<file path="config.mk">
export PLATFORM = sky130hd
export DESIGN_NAME = iac_unit
export DESIGN_NICKNAME = d
export VERILOG_FILES = /design/src/rtl/iac_pkg.sv /design/src/rtl/iac_datapath.sv /design/src/rtl/iac_ctrl.sv /design/src/rtl/iac_unit.sv
export SDC_FILE = /design/constraint.sdc
export NUM_CORES = 1
export LEC_CHECK = 0
export ABC_CLOCK_PERIOD_IN_PS = 9470
export CAP_MARGIN = 20
export CORE_MARGIN = 1
export CORE_UTILIZATION = 46
export CTS_BUF_LIST = sky130_fd_sc_hd__clkbuf_8
export DETAILED_ROUTE_END_ITERATION = 12
export HOLD_SLACK_MARGIN = 0.15
export PLACE_DENSITY = 0.71
export RECOVER_POWER = 25
export SLEW_MARGIN = 20
export SYNTH_ARGS = -nofsm -noshare
export SYNTH_HDL_FRONTEND = slang
export SYNTH_SLANG_ARGS = --single-unit
export TNS_END_PERCENT = 30
</file>
<file path="constraint.sdc">
create_clock -name clk -period 9.47 [get_ports clk]
set_clock_uncertainty 0.2 [all_clocks]
set_input_delay 1.894 -clock clk [delete_from_list [all_inputs] [get_ports clk]]
set_output_delay 1.894 -clock clk [all_outputs]
set_load 0.005 [all_outputs]
</file>
<file path="src/rtl/iac_pkg.sv">
package iac_pkg;
  localparam int CMP_N   = 4;
  localparam int PAIR_N  = CMP_N / 2;
  localparam int ADDR_W  = 32;
  localparam int IGN_LSB = 2;
  localparam int CTRL_W  = CMP_N + 2 * PAIR_N;
  localparam int SEL_W   = $clog2(CMP_N + 1);

  typedef struct packed {
    logic [CMP_N-1:0] cmpLoad;
    logic             capture;
  } iacStrobe_t;
endpackage

</file>
<file path="src/rtl/iac_datapath.sv">
module iac_datapath
  import iac_pkg::*;
(
  input  logic                      clk,
  input  logic                      rstN,
  input  iacStrobe_t                strobe,
  input  logic [ADDR_W-1:IGN_LSB]   wrWord,
  input  logic [ADDR_W-1:0]         instAddr,
  output logic [CMP_N-1:0]          exactEq,
  output logic [PAIR_N-1:0]         pairIn,
  output logic [ADDR_W-1:0]         capAddr
);
  logic [ADDR_W-1:IGN_LSB] cmpReg [CMP_N];
  logic [ADDR_W-1:IGN_LSB] addrWord;

  assign addrWord = instAddr[ADDR_W-1:IGN_LSB];

  for (genvar i = 0; i < CMP_N; i++) begin : g_cmp
    always_ff @(posedge clk) begin
      if (!rstN) cmpReg[i] <= '0;
      else if (strobe.cmpLoad[i]) cmpReg[i] <= wrWord;
    end
    assign exactEq[i] = (addrWord == cmpReg[i]);
  end

  for (genvar p = 0; p < PAIR_N; p++) begin : g_range
    assign pairIn[p] = (addrWord >= cmpReg[2*p]) && (addrWord < cmpReg[2*p+1]);
  end

  always_ff @(posedge clk) begin
    if (!rstN) capAddr <= '0;
    else if (strobe.capture) capAddr <= instAddr;
  end

  // capture register only moves on a capture strobe
  p_cap_hold_r9: assert property (@(posedge clk) disable iff (!rstN)
    !strobe.capture |=> $stable(capAddr));
  p_cap_load_r9: assert property (@(posedge clk) disable iff (!rstN)
    strobe.capture |=> (capAddr == $past(instAddr)));
endmodule

</file>
<file path="src/rtl/iac_ctrl.sv">
module iac_ctrl
  import iac_pkg::*;
(
  input  logic               clk,
  input  logic               rstN,
  input  logic               wrEn,
  input  logic [SEL_W-1:0]   wrSel,
  input  logic [CTRL_W-1:0]  wrCtrl,
  input  logic [CMP_N-1:0]   stsClr,
  input  logic               instValid,
  input  logic               dbgIntEn,
  input  logic [CMP_N-1:0]   exactEq,
  input  logic [PAIR_N-1:0]  pairIn,
  output iacStrobe_t         strobe,
  output logic [CMP_N-1:0]   status,
  output logic               eventPulse
);
  logic [CTRL_W-1:0] ctrlReg;
  logic [CMP_N-1:0]  enBits;
  logic [PAIR_N-1:0] rangeBits;
  logic [PAIR_N-1:0] outBits;
  logic [CMP_N-1:0]  hitVec;
  logic [CMP_N-1:0]  loadVec;

  assign enBits    = ctrlReg[CMP_N-1:0];
  assign rangeBits = ctrlReg[CMP_N +: PAIR_N];
  assign outBits   = ctrlReg[CMP_N+PAIR_N +: PAIR_N];

  for (genvar p = 0; p < PAIR_N; p++) begin : g_pair
    logic pairHit;
    assign pairHit = instValid & enBits[2*p] & (pairIn[p] ^ outBits[p]);
    for (genvar k = 0; k < 2; k++) begin : g_reg
      localparam int IDX = 2 * p + k;
      assign hitVec[IDX] = rangeBits[p] ? pairHit
                                        : (instValid & enBits[IDX] & exactEq[IDX]);
    end
  end

  for (genvar i = 0; i < CMP_N; i++) begin : g_load
    assign loadVec[i] = wrEn && (wrSel == SEL_W'(i));
  end

  always_comb begin
    strobe.cmpLoad = loadVec;
    strobe.capture = (|hitVec) & dbgIntEn;
  end

  always_ff @(posedge clk) begin
    if (!rstN) begin
      ctrlReg    <= '0;
      status     <= '0;
      eventPulse <= 1'b0;
    end else begin
      if (wrEn && (wrSel == SEL_W'(CMP_N))) ctrlReg <= wrCtrl;
      status     <= (status & ~stsClr) | hitVec;
      eventPulse <= |hitVec;
    end
  end

  // an event always comes with at least one status bit
  p_event_status_r8: assert property (@(posedge clk) disable iff (!rstN)
    eventPulse |-> (status != '0));
  // without a clear, no status bit falls
  p_sticky_r10: assert property (@(posedge clk) disable iff (!rstN)
    (stsClr == '0) |=> ((status & $past(status)) == $past(status)));
  // a hit wins over a clear in the same cycle
  p_set_wins_r10: assert property (@(posedge clk) disable iff (!rstN)
    (hitVec != '0) |=> ((status & $past(hitVec)) == $past(hitVec)));
  // no instruction, no event
  p_idle_quiet_r11: assert property (@(posedge clk) disable iff (!rstN)
    !instValid |=> !eventPulse);
endmodule

</file>
<file path="src/rtl/iac_unit.sv">
module iac_unit
  import iac_pkg::*;
(
  input  logic                 clk,
  input  logic                 rstN,
  input  logic                 wrEn,
  input  logic [SEL_W-1:0]     wrSel,
  input  logic [ADDR_W-1:0]    wrData,
  input  logic [CMP_N-1:0]     stsClr,
  input  logic                 instValid,
  input  logic [ADDR_W-1:0]    instAddr,
  input  logic                 dbgIntEn,
  output logic [CMP_N-1:0]     status,
  output logic                 eventPulse,
  output logic [ADDR_W-1:0]    capAddr
);
  iacStrobe_t        strobe;
  logic [CMP_N-1:0]  exactEq;
  logic [PAIR_N-1:0] pairIn;

  iac_ctrl u_ctrl (
    .clk        (clk),
    .rstN       (rstN),
    .wrEn       (wrEn),
    .wrSel      (wrSel),
    .wrCtrl     (wrData[CTRL_W-1:0]),
    .stsClr     (stsClr),
    .instValid  (instValid),
    .dbgIntEn   (dbgIntEn),
    .exactEq    (exactEq),
    .pairIn     (pairIn),
    .strobe     (strobe),
    .status     (status),
    .eventPulse (eventPulse)
  );

  iac_datapath u_dp (
    .clk      (clk),
    .rstN     (rstN),
    .strobe   (strobe),
    .wrWord   (wrData[ADDR_W-1:IGN_LSB]),
    .instAddr (instAddr),
    .exactEq  (exactEq),
    .pairIn   (pairIn),
    .capAddr  (capAddr)
  );
endmodule

</file>
==> flow_metrics.env <==
export IMPL_design_core_area_um2=21100
export IMPL_antenna_violations_before_repair=1
export IMPL_synth_seq_area_share=0.452
export IMPL_cts_tree="built"
export IMPL_routabilityCongestion=0.900
export IMPL_n_antenna_cell=0
export IMPL_cpPeakStageDelay_ps=690
export IMPL_worstPathCellList="clkdlybuf4s50_1 -> ha_1 -> nand4_1 -> nor4_1 -> a221o_1 -> a211o_1 -> o211a_1 -> mux2i_1 -> nand4b_4 -> or3_1 -> o2111ai_1"
export IMPL_max_clock_freq_mhz=180
export IMPL_syn_cell_area_um2=9960
export IMPL_starting_density_of_the_core=0.472
export IMPL_clk_latency_ps=480
export IMPL_row_count=53
export IMPL_filler_cells=1814
export IMPL_number_of_buffers_inserted_to_repair_setup_after_cts=0
export IMPL_ys_top_cells_by_area="sky130_fd_sc_hd__edfxtp_1, sky130_fd_sc_hd__ha_1, sky130_fd_sc_hd__dfxtp_1"
export IMPL_yosys_cell_types_count=53
export IMPL_synth_seq_cells=165
export IMPL_setup_viol_count_final=0
export IMPL_route_detailed_vias_per_inst=5.35
export IMPL_final_period_minus_worst_setup_slack_ps=5540
export IMPL_synthFlopType="sky130_fd_sc_hd__edfxtp_1"
export IMPL_global_route_overflow_total=0
export IMPL_yosys_warnings=0
export IMPL_clk_root_buffer_cell="sky130_fd_sc_hd__clkbuf_8"
export IMPL_critPathArrivalTime_ps=5730
export IMPL_total_wire_length_um=23800
export IMPL_postLayoutCellArea_um2=11700
export IMPL_route_detailed_drc=0
export IMPL_timing_slew_headroom=-0.370
export IMPL_cts_clk_slew_worst_paths_ps=100
export IMPL_place_area_um2=11300
export IMPL_antenna_violating_nets_post_route=0
export IMPL_fin_nets=1293
export IMPL_hpwl_um=17100
export IMPL_detail_route_iter0_violations=433
export IMPL_layout_commonest_cell="sky130_fd_sc_hd__inv_1"
export IMPL_grt_pass1_vias=6925
export IMPL_async_reset_ff_frac=0
export IMPL_clk_path_buf_depth=2
export IMPL_post_route_worst_setup_slack_ps=3930
export IMPL_synth_edff_count=120
export IMPL_tightestPinTransition_ps=2060
export IMPL_postSynthNetCount=1194
export IMPL_synth_largest_type_area_fraction=0.362
export IMPL_routed_wire_length_per_instance_um=17.2
export IMPL_grtUsageTotal=0.224
export IMPL_hold_viol_final=0
export IMPL_design_power_total_mw=1.60
export IMPL_post_route_cells_drive_above_1_share=0.0441
export IMPL_vdd_drop_max_uv=92.5
export IMPL_final_min_period_over_clock_period=0.585
export IMPL_post_synth_cell_area_avg_um2=9.98
export IMPL_run_status="complete, but fails checks"
export IMPL_fin_hold_ws_ps=321
export IMPL_die_height_um=149
export IMPL_cts_num_sinks=165
export IMPL_slowest_stage="sky130_fd_sc_hd__nand4b_4"
export IMPL_r2r_slack_ps=5640
export IMPL_critical_path_class="input port to register"
export IMPL_worst_setup_path_start_kind="input port"
export IMPL_detail_route_first_pass_iterations=5
export IMPL_cts_max_level=4
export IMPL_violations="max-capacitance violations, max-slew violations"
export IMPL_hold_buffers=0
export IMPL_cts_resizes=0
export IMPL_die_width_um=149
export IMPL_detailroute_via_count=7403
export IMPL_final_max_slew_viol_count=31
export IMPL_dpl_worst_slack_ps=3460
export IMPL_placedCellCount=1353
export IMPL_max_cap_viol_count=1
export IMPL_die_area_um2=22200
export IMPL_syn_instance_count=998
export IMPL_utilization=0.555
export IMPL_global_route_wire_length_before_repair_um=37500
export IMPL_pwr_dens_nw_per_um2=137
export IMPL_port_buffers=112
export IMPL_layoutNonFillerInstCount=1385
export IMPL_power_static_leakage_nw=4.89
export IMPL_setup_repair_after_global_routing_missed_its_margin="no"
export IMPL_area_growth_syn_to_fin_pct=17.6
export IMPL_critPathMaxFanout=65
export IMPL_min_delay_path_class="register to register"
export IMPL_cts_buffers_inserted=17
export IMPL_fin_setup_tns_ps=0
export IMPL_critical_path_required_ps=9660
export IMPL_final_cell_mix="sky130_fd_sc_hd__inv_1, sky130_fd_sc_hd__ha_1, sky130_fd_sc_hd__edfxtp_1"
export IMPL_worst_setup_path_end_kind="register"
export IMPL_synth_top_cell_by_area="sky130_fd_sc_hd__edfxtp_1"
export IMPL_grt_start_max_net_pins=67
export IMPL_boundaryPins=113
cells by family (layout without fill, tap and decap cells):
kind of cell / count (synthesis) / after routing / synth area share
muxes: 9 / 9 / 0.00905
AOI/OAI and AO/OA: 137 / 137 / 0.0953
and+or+nand+nor: 396 / 396 / 0.220
xor gates and xnor gates: 1 / 1 / 0.000880
DFF: 165 / 165 / 0.452
buffers and inverters: 170 / 282 / 0.0716
adders and majority gates: 120 / 120 / 0.151
per-layer routing:
metal / track usage / vias up / part of all wire
met5: 0 / - / 0.00071
met4: 0.0561 / 2 / 0.013
met3: 0.0462 / 27 / 0.061
met2: 0.338 / 216 / 0.44
met1: 0.327 / 3442 / 0.49
li1: - / 3716 / -
worst max-delay path, delay by kind of cell:
| kind | cells | cell delay (ps) |
|---|---|---|
| compound gates | 4 | 670 |
| buf+inv | 1 | 580 |
| simple gates | 4 | 2070 |
| fa+ha+maj | 1 | 390 |
| mux | 1 | 110 |
area by class of cell:
type | count | area, um^2 | area share
multi-input combinational | 663 | 4790 | 0.409
inverter | 127 | 477 | 0.0407
timing repair buffer | 123 | 1180 | 0.101
tap | 275 | 344 | 0.0294
sequential | 165 | 4500 | 0.385
clock inverter | 15 | 184 | 0.0157
clock buffer | 17 | 234 | 0.0200
power by group:
group          switching [mW]  internal, mW  leakage (nW)
Sequential            0.00967         0.809          1.52
Clock                   0.302         0.248         0.214
Combinational           0.135        0.0971          3.16
cells in the mapped netlist (all sizes together) (5+ instances only):
master     n
a21oi     41
edfxtp   120
nor2      15
and2     120
dfxtp     45
nand2b     5
and3      32
buf       13
nor2b     11
inv      127
nand4     29
nand4b     5
nor4       5
o21a       6
ha       120
clkbuf    30
nand3     16
or3       32
a21o      12
mux2i      9
nand2    115
o21ai     16
o2111ai   32
path summary, 6_finish.rpt:
check / cells past startpoint / to / start
hold reg to reg: 2 / u_dp.capAddr[5] / u_dp.capAddr[5]
setup / recovery: 11 / u_dp.capAddr[22] / instAddr[13]
setup reg to reg: 11 / u_dp.capAddr[22] / u_dp.cmpReg[0][13]
hold / removal: 2 / u_dp.capAddr[5] / u_dp.capAddr[5]
registers in the layout (all words and copies together) (netlist names):
| register | flops |
|---|---|
| u_ctrl.status | 4 |
| u_ctrl.ctrlReg | 8 |
| u_ctrl.eventPulse | 1 |
| u_dp.capAddr | 32 |
| u_dp.cmpReg | 120 |
(Power assumes the default switching activity.)
